==> src/rtl/nand_seq_pkg.sv <==
package nand_seq_pkg;

  typedef enum logic [2:0] {
    OP_RESET   = 3'd0,
    OP_READ_ID = 3'd1,
    OP_READ    = 3'd2,
    OP_PROG    = 3'd3,
    OP_ERASE   = 3'd4,
    OP_STATUS  = 3'd5
  } nand_op_e;

  // Phase order is the order bytes appear on the bus; next_phase skips empty ones.
  typedef enum logic [2:0] {
    PH_IDLE  = 3'd0,
    PH_CMD1  = 3'd1,
    PH_ADDR  = 3'd2,
    PH_WDATA = 3'd3,
    PH_CMD2  = 3'd4,
    PH_WAIT  = 3'd5,
    PH_RDATA = 3'd6,
    PH_DONE  = 3'd7
  } phase_e;

  typedef enum logic [1:0] {RD_NONE, RD_ONE, RD_ID, RD_PAGE} rd_kind_e;

  typedef struct packed {
    logic [7:0] cmd1;
    logic [7:0] cmd2;
    logic       has_cmd2;
    logic [2:0] n_addr;
    logic       wr_page;
    logic       wait_rb;
    rd_kind_e   rd_kind;
    logic       wp_open;
  } op_cfg_t;

  function automatic logic op_valid(logic [2:0] op);
    return op < 3'd6;
  endfunction

  function automatic op_cfg_t op_cfg(logic [2:0] op);
    op_cfg_t c;
    c = '{cmd1: 8'h00, cmd2: 8'h00, has_cmd2: 1'b0, n_addr: 3'd0, wr_page: 1'b0,
          wait_rb: 1'b0, rd_kind: RD_NONE, wp_open: 1'b0};
    case (op)
      OP_RESET:   begin c.cmd1 = 8'hFF; c.wait_rb = 1'b1; end
      OP_READ_ID: begin c.cmd1 = 8'h90; c.n_addr = 3'd1; c.rd_kind = RD_ID; end
      OP_READ:    begin
        c.cmd1 = 8'h00; c.cmd2 = 8'h30; c.has_cmd2 = 1'b1; c.n_addr = 3'd5;
        c.wait_rb = 1'b1; c.rd_kind = RD_PAGE;
      end
      OP_PROG:    begin
        c.cmd1 = 8'h80; c.cmd2 = 8'h10; c.has_cmd2 = 1'b1; c.n_addr = 3'd5;
        c.wr_page = 1'b1; c.wait_rb = 1'b1; c.wp_open = 1'b1;
      end
      OP_ERASE:   begin
        c.cmd1 = 8'h60; c.cmd2 = 8'hD0; c.has_cmd2 = 1'b1; c.n_addr = 3'd3;
        c.wait_rb = 1'b1; c.wp_open = 1'b1;
      end
      OP_STATUS:  begin c.cmd1 = 8'h70; c.rd_kind = RD_ONE; end
      default: ;
    endcase
    return c;
  endfunction

  function automatic phase_e next_phase(phase_e cur, op_cfg_t c);
    logic [7:0] en;
    phase_e     nxt;
    en  = {1'b1, c.rd_kind != RD_NONE, c.wait_rb, c.has_cmd2, c.wr_page,
           c.n_addr != 3'd0, 2'b00};
    nxt = PH_DONE;
    for (int i = 7; i >= 1; i--)
      if (i > int'(cur) && en[i]) nxt = phase_e'(3'(i));
    return nxt;
  endfunction

endpackage

==> src/rtl/nand_strobe.sv <==
module nand_strobe #(
  parameter int unsigned T_LO = 2,
  parameter int unsigned T_HI = 2
) (
  input  logic clk_i,
  input  logic rst_ni,
  input  logic start_i,
  input  logic rd_i,
  output logic we_no,
  output logic re_no,
  output logic idle_o,
  output logic sample_o,
  output logic done_o
);
  localparam int unsigned T_MAX = (T_LO > T_HI) ? T_LO : T_HI;
  localparam int unsigned CW    = (T_MAX > 1) ? $clog2(T_MAX) : 1;

  typedef enum logic [1:0] {S_IDLE, S_LO, S_HI} st_e;

  st_e           st;
  logic [CW-1:0] cnt;
  logic          rd_q;
  logic          lo_end, hi_end;

  assign lo_end = (st == S_LO) && (cnt == CW'(T_LO - 1));
  assign hi_end = (st == S_HI) && (cnt == CW'(T_HI - 1));

  always_ff @(posedge clk_i or negedge rst_ni) begin
    if (!rst_ni) begin
      st   <= S_IDLE;
      cnt  <= '0;
      rd_q <= 1'b0;
    end else begin
      case (st)
        S_IDLE: if (start_i) begin st <= S_LO; cnt <= '0; rd_q <= rd_i; end
        S_LO:   if (lo_end) begin st <= S_HI; cnt <= '0; end else cnt <= cnt + 1'b1;
        S_HI:   if (hi_end) st <= S_IDLE; else cnt <= cnt + 1'b1;
        default: st <= S_IDLE;
      endcase
    end
  end

  assign we_no    = !((st == S_LO) && !rd_q);
  assign re_no    = !((st == S_LO) && rd_q);
  assign idle_o   = (st == S_IDLE);
  assign sample_o = lo_end && rd_q;  // last low cycle: device data settled
  assign done_o   = hi_end;

endmodule

==> src/rtl/nand_rb_wait.sv <==
module nand_rb_wait #(
  parameter int unsigned TIMEOUT = 100000
) (
  input  logic clk_i,
  input  logic rst_ni,
  input  logic start_i,
  input  logic rb_i,
  output logic idle_o,
  output logic done_o,
  output logic err_o
);
  localparam int unsigned TW = $clog2(TIMEOUT + 1);

  typedef enum logic [1:0] {W_IDLE, W_FALL, W_RISE} st_e;

  st_e           st;
  logic [TW-1:0] tmr;
  logic [1:0]    rb_sync;
  logic          rb_s;

  assign rb_s   = rb_sync[1];
  assign idle_o = (st == W_IDLE);
  assign done_o = (st == W_RISE) && rb_s;
  assign err_o  = (st != W_IDLE) && !done_o && (tmr == TW'(TIMEOUT - 1));

  always_ff @(posedge clk_i or negedge rst_ni) begin
    if (!rst_ni) begin
      rb_sync <= 2'b11;
      st      <= W_IDLE;
      tmr     <= '0;
    end else begin
      rb_sync <= {rb_sync[0], rb_i};
      if (st == W_IDLE) begin
        if (start_i) begin st <= W_FALL; tmr <= '0; end
      end else if (done_o || err_o) begin
        st <= W_IDLE;
      end else begin
        tmr <= tmr + 1'b1;
        if (st == W_FALL && !rb_s) st <= W_RISE;
      end
    end
  end

endmodule

==> src/rtl/nand_seq.sv <==
module nand_seq
  import nand_seq_pkg::*;
#(
  parameter int unsigned PAGE_BYTES = 2112,
  parameter int unsigned ID_BYTES   = 4,
  parameter int unsigned T_LO       = 2,
  parameter int unsigned T_HI       = 2,
  parameter int unsigned TIMEOUT    = 100000,
  localparam int unsigned BUF_AW    = $clog2(PAGE_BYTES)
) (
  input  logic              clk_i,
  input  logic              rst_ni,
  input  logic              req_i,
  input  logic [2:0]        op_i,
  input  logic [15:0]       col_i,
  input  logic [23:0]       row_i,
  output logic              busy_o,
  output logic              done_o,
  output logic              err_o,
  output logic [BUF_AW-1:0] buf_addr_o,
  input  logic [7:0]        buf_rdata_i,
  output logic              buf_we_o,
  output logic [7:0]        buf_wdata_o,
  output logic              nand_ce_no,
  output logic              nand_cle_o,
  output logic              nand_ale_o,
  output logic              nand_we_no,
  output logic              nand_re_no,
  output logic              nand_wp_no,
  output logic [7:0]        nand_io_o,
  output logic              nand_io_oe_o,
  input  logic [7:0]        nand_io_i,
  input  logic              nand_rb_i
);

  phase_e            phase;
  op_cfg_t           cfg;
  logic [2:0]        op_q;
  logic [15:0]       col_q;
  logic [23:0]       row_q;
  logic [BUF_AW-1:0] cnt;
  logic              err_q, reset_seen;

  logic stb_start, stb_idle, stb_sample, stb_done;
  logic rb_start, rb_idle, rb_done, rb_err;
  logic byte_ph, last, reject, active;
  int unsigned len;
  logic [2:0]  ab_idx;
  logic [7:0]  addr_byte;

  assign byte_ph = (phase == PH_CMD1) || (phase == PH_ADDR) || (phase == PH_WDATA) ||
                   (phase == PH_CMD2) || (phase == PH_RDATA);
  assign active  = (phase != PH_IDLE) && (phase != PH_DONE);
  assign reject  = !op_valid(op_i) || (!reset_seen && op_i != OP_RESET);

  always_comb begin
    case (phase)
      PH_ADDR:  len = 32'(cfg.n_addr);
      PH_WDATA: len = PAGE_BYTES;
      PH_RDATA: case (cfg.rd_kind)
                  RD_ID:   len = ID_BYTES;
                  RD_PAGE: len = PAGE_BYTES;
                  default: len = 1;
                endcase
      default:  len = 1;
    endcase
  end
  assign last = (cnt == BUF_AW'(len - 1));

  // Erase carries row bytes only; skip the two column slots.
  always_comb begin
    ab_idx = (cfg.n_addr == 3'd3) ? 3'(cnt) + 3'd2 : 3'(cnt);
    case (ab_idx)
      3'd0:    addr_byte = col_q[7:0];
      3'd1:    addr_byte = col_q[15:8];
      3'd2:    addr_byte = row_q[7:0];
      3'd3:    addr_byte = row_q[15:8];
      default: addr_byte = row_q[23:16];
    endcase
    if (cfg.n_addr == 3'd1) addr_byte = 8'h00;
  end

  assign stb_start = byte_ph && stb_idle;
  assign rb_start  = (phase == PH_WAIT) && rb_idle;

  nand_strobe #(.T_LO(T_LO), .T_HI(T_HI)) u_strobe (
    .clk_i    (clk_i),
    .rst_ni   (rst_ni),
    .start_i  (stb_start),
    .rd_i     (phase == PH_RDATA),
    .we_no    (nand_we_no),
    .re_no    (nand_re_no),
    .idle_o   (stb_idle),
    .sample_o (stb_sample),
    .done_o   (stb_done)
  );

  nand_rb_wait #(.TIMEOUT(TIMEOUT)) u_rb_wait (
    .clk_i   (clk_i),
    .rst_ni  (rst_ni),
    .start_i (rb_start),
    .rb_i    (nand_rb_i),
    .idle_o  (rb_idle),
    .done_o  (rb_done),
    .err_o   (rb_err)
  );

  always_ff @(posedge clk_i or negedge rst_ni) begin
    if (!rst_ni) begin
      phase      <= PH_IDLE;
      cfg        <= '0;
      op_q       <= '0;
      col_q      <= '0;
      row_q      <= '0;
      cnt        <= '0;
      err_q      <= 1'b0;
      reset_seen <= 1'b0;
    end else begin
      case (phase)
        PH_IDLE: if (req_i) begin
          op_q  <= op_i;
          cfg   <= op_cfg(op_i);
          col_q <= col_i;
          row_q <= row_i;
          cnt   <= '0;
          err_q <= reject;
          phase <= reject ? PH_DONE : PH_CMD1;
        end
        PH_WAIT: begin
          if (rb_err) begin
            phase <= PH_DONE;
            err_q <= 1'b1;
          end else if (rb_done) begin
            phase <= next_phase(PH_WAIT, cfg);
          end
        end
        PH_DONE: begin
          phase <= PH_IDLE;
          if (op_q == OP_RESET && !err_q) reset_seen <= 1'b1;
        end
        default: if (stb_done) begin
          if (last) begin
            phase <= next_phase(phase, cfg);
            cnt   <= '0;
          end else begin
            cnt <= cnt + 1'b1;
          end
        end
      endcase
    end
  end

  always_comb begin
    case (phase)
      PH_CMD1:  nand_io_o = cfg.cmd1;
      PH_CMD2:  nand_io_o = cfg.cmd2;
      PH_ADDR:  nand_io_o = addr_byte;
      PH_WDATA: nand_io_o = buf_rdata_i;
      default:  nand_io_o = 8'h00;
    endcase
  end

  assign nand_io_oe_o = byte_ph && (phase != PH_RDATA);
  assign nand_cle_o   = (phase == PH_CMD1) || (phase == PH_CMD2);
  assign nand_ale_o   = (phase == PH_ADDR);
  assign nand_ce_no   = !active;
  assign nand_wp_no   = active && cfg.wp_open;

  assign busy_o      = (phase != PH_IDLE);
  assign done_o      = (phase == PH_DONE);
  assign err_o       = (phase == PH_DONE) && err_q;
  assign buf_addr_o  = cnt;
  assign buf_we_o    = (phase == PH_RDATA) && stb_sample;
  assign buf_wdata_o = nand_io_i;

endmodule

==> config.mk <==
export PLATFORM = sky130hd
export DESIGN_NAME = nand_seq
export DESIGN_NICKNAME = d
export VERILOG_FILES = /design/src/rtl/nand_seq_pkg.sv /design/src/rtl/nand_strobe.sv /design/src/rtl/nand_rb_wait.sv /design/src/rtl/nand_seq.sv
export SDC_FILE = /design/constraint.sdc
export NUM_CORES = 1
export LEC_CHECK = 0
export BUFFER_PORTS_ARGS = -buffer_cell sky130_fd_sc_hd__buf_2
export CORE_MARGIN = 8
export CORE_UTILIZATION = 40
export CTS_CLUSTER_DIAMETER = 80
export DETAILED_ROUTE_END_ITERATION = 8
export PLACE_DENSITY_LB_ADDON = 0.2
export SYNTH_ARGS = -nofsm -noshare
export SYNTH_HDL_FRONTEND = slang
export SYNTH_SLANG_ARGS = --single-unit
==> constraint.sdc <==
create_clock -name clk_i -period 5.2 [get_ports clk_i]
set_clock_uncertainty 0.2 [all_clocks]
set_input_delay 1.04 -clock clk_i [delete_from_list [all_inputs] [get_ports clk_i]]
set_output_delay 1.04 -clock clk_i [all_outputs]
set_load 0.005 [all_outputs]
==> flow_metrics.py <==
metrics = {
    "final_layout": {
        "instances_no_fill": 878,
        "n_antenna_cell": 0,
        "drive_gt1_share_pct": 18.62,
        "nets": 767,
        "syn_to_final_growth_pct": 14.18,
    },
    "timing": {
        "hold_viol_final": 0,
        "tightest_slew_ns": 0.9922,
        "layout_min_cycle_time_ns": 4.001,
        "slew_violations": 0,
        "final.period_utilization_pct": 76.93,
        "fmax_ghz": 0.2500,
        "finalSetupTns_ns": 0,
        "grt_setup_unrepaired": "false",
        "slew_headroom_pct": 33.85,
        "setup_viol": 0,
    },
    "worst_setup_path": {
        "critPathMaxFanout": 8,
        "setup.worst_path.end_class": "output port",
        "path_class": "register to output port",
        "r2r_start": "phase[2]",
        "cp_data_arrival_time_ns": 2.76,
        "required_ns": 3.96,
        "startpoint": "cfg[7]",
        "start_kind": "register",
    },
    "power": {
        "ir_worst_vdd_mv": 0.1515,
        "pwr_density_cell_mw_per_mm2": 241.0,
        "power_leakage_nw": 3.277,
    },
    "global_routing": {
        "grt_pass1_vias": 4686,
        "grt_pass1_wl_um": 23920,
        "grt_usage_pct": 16.43,
        "antenna_found_initial": 0,
        "grt_max_degree": 75,
        "globalRoute.totalOverflow": 0,
    },
    "placement": {
        "port_buffers": 85,
        "hpwl_um": 10170,
        "dp.cells": 862,
        "gp_congestion": 0.8160,
    },
    "yosys": {
        "synth_top_area_share_pct": 44.04,
        "synth_nets": 707,
        "synth.ff_latch_count": 100,
        "synthTopCellsByCount": "192 x nand2_1, 98 x dfrtp_1, 44 x nor2_1",
        "ys_types": 62,
        "ys_seq_area_share_pct": 44.98,
        "avgSynthCellArea_um2": 8.798,
        "postSynthCellCount": 633,
        "yosysWarnings": 0,
        "yosysMostFrequentCell": "nand2_1",
        "yosys-top-cells-area": "dfrtp_1 44%, nand2_1 13%, mux4_2 3.2%",
        "synth_area_leader_cell": "dfrtp_1",
        "synth_edf_count": 0,
        "syn-cell-area_mm2": 0.005569,
        "synthArstFlopShare_pct": 100.0,
        "ys.flop_type": "dfrtp_1",
    },
    "detailed_routing": {
        "remaining_drc_errors": 0,
        "wl_met2_um": 6657,
        "wirelength_um": 14070,
        "via_per_inst": 5.362,
        "vias": 4708,
        "dr_wl_met3_um": 650,
        "ant_nets": 0,
        "drt-wirelength-per-cell_um": 16.03,
        "top_layer_used": "met4",
        "wl_met1_um": 6362,
        "drt-initial-drc-count": 343,
        "drt-pass1-iter-count": 6,
    },
    "cts": {
        "tritoncts": "built",
        "clockBufferDepth": 2,
        "path_clk_slew_ns": 0.07,
        "clock-sinks": 100,
        "clock-root-buffer": "clkbuf_16",
        "htree_levels": 3,
        "clk_latency_ns": 0.35,
        "cts_buffers": 9,
        "hold_buffers": 0,
        "post-cts-setup-buffers": 0,
        "cts-resized-gates": 0,
    },
    "floorplanning": {
        "start_util_pct": 40.59,
        "die_x_um": 134.0,
        "core_mm2": 0.01372,
        "die_area_mm2": 0.01795,
        "die_y_um": 134.0,
        "core.rowCount": 43,
        "io_pins": 102,
    },
    "run": {
        "maxCapViolations": 0,
    },
    "hold_path": {
        "min_path_type": "register to register",
        "hp-start": "u_rb_wait.rb_sync[0]",
    },
    "run_status": {
        "status": "finished, final reports clean",
    },
}
registers in the layout, indices dropped and copies added (netlist names):
| register | cells |
|---|---|
| row_q | 24 |
| u_rb_wait.st | 2 |
| u_rb_wait.tmr | 17 |
| reset_seen | 1 |
| u_rb_wait.rb_sync | 2 |
| buf_addr_o | 12 |
| op_q | 3 |
| u_strobe.cnt | 1 |
| err_q | 1 |
| phase | 3 |
| col_q | 16 |
| u_strobe.rd_q | 1 |
| u_strobe.st | 2 |
| cfg | 15 |
cell type report:
| type | instances | area, um^2 |
|---|---|---|
| repair buffers | 89 | 457.9 |
| well taps | 180 | 225.2 |
| multi-input cells | 480 | 2813 |
| fillers | 1347 | 7361 |
| clock inverters | 6 | 70.07 |
| clock buffers | 10 | 239.0 |
| flip-flops and latches | 100 | 2505 |
| inverters | 13 | 48.80 |
cells by family after synthesis:
family	share of synthesized area [%]
AND/OR/NAND/NOR	24.83
AO/OA/AOI/OAI	14.00
flip-flops	44.98
buffers and inverters	4.561
multiplexers	6.201
XOR/XNOR	2.966
adder cells (fa/ha/maj)	2.471
stage by stage:
step                worst slack, ns  util [%]  cell area, um^2  hold WS [ns]  total power [mW]
detailed placement            1.395     44.09             6050        0.1517            0.8504
global route                 0.9933     46.35             6359        0.1645             1.596
CTS                           1.171     46.35             6359        0.1589             1.555
finish                        1.199     46.35             6359        0.1574             1.532
floorplan                     1.667         -             5569        0.1452            0.8112
global placement              1.425     44.09             6050        0.1526            0.8499
metal layers:
layer,up-vias,track usage (%)
met3,36,3.216
met1,2253,21.85
met5,-,0
met4,0,7.798
li1,2299,-
met2,120,25.24
critical path: stages (launching register included):
cell	delay, ns
dfrtp_1	0.42
nand3b_1	0.27
xor2_2	0.63
mux4_2	0.59
mux2i_1	0.15
o221ai_1	0.18
buf_2	0.18
placed cells by master, fill, tap and decap left out, types with 12 or more instances in the layout:
cell type  count
dfrtp_1       98
buf_2         84
inv_1         13
nor3_1        14
a21oi_1       25
mux2i_1       14
nor2_1        44
nand3_1       14
nor2b_1       12
nand2_1      191
o21ai_0       25
path summary, 6_finish.rpt:
kind / to / slack, ns / depth (start not counted)
max in group asynchronous: cfg[6] / 3.24 / 2
worst min register to register: u_rb_wait.rb_sync[1] / 0.16 / 0
min in group asynchronous: buf_addr_o[6] / 0.64 / 1
worst max register to register: buf_addr_o[7] / 1.35 / 12
worst max-delay path: nand_io_o[7] / 1.20 / 6
worst min-delay path: u_rb_wait.rb_sync[1] / 0.16 / 0
power by group:
part / internal, mW / total [mW] / switching [mW]
sequential: 0.779 / 0.779 / 0.000354
clock: 0.391 / 0.699 / 0.308
combinational: 0.0221 / 0.0548 / 0.0327
total: 1.19 / 1.53 / 0.341
No activity file was read; power rests on OpenSTA's default activity.
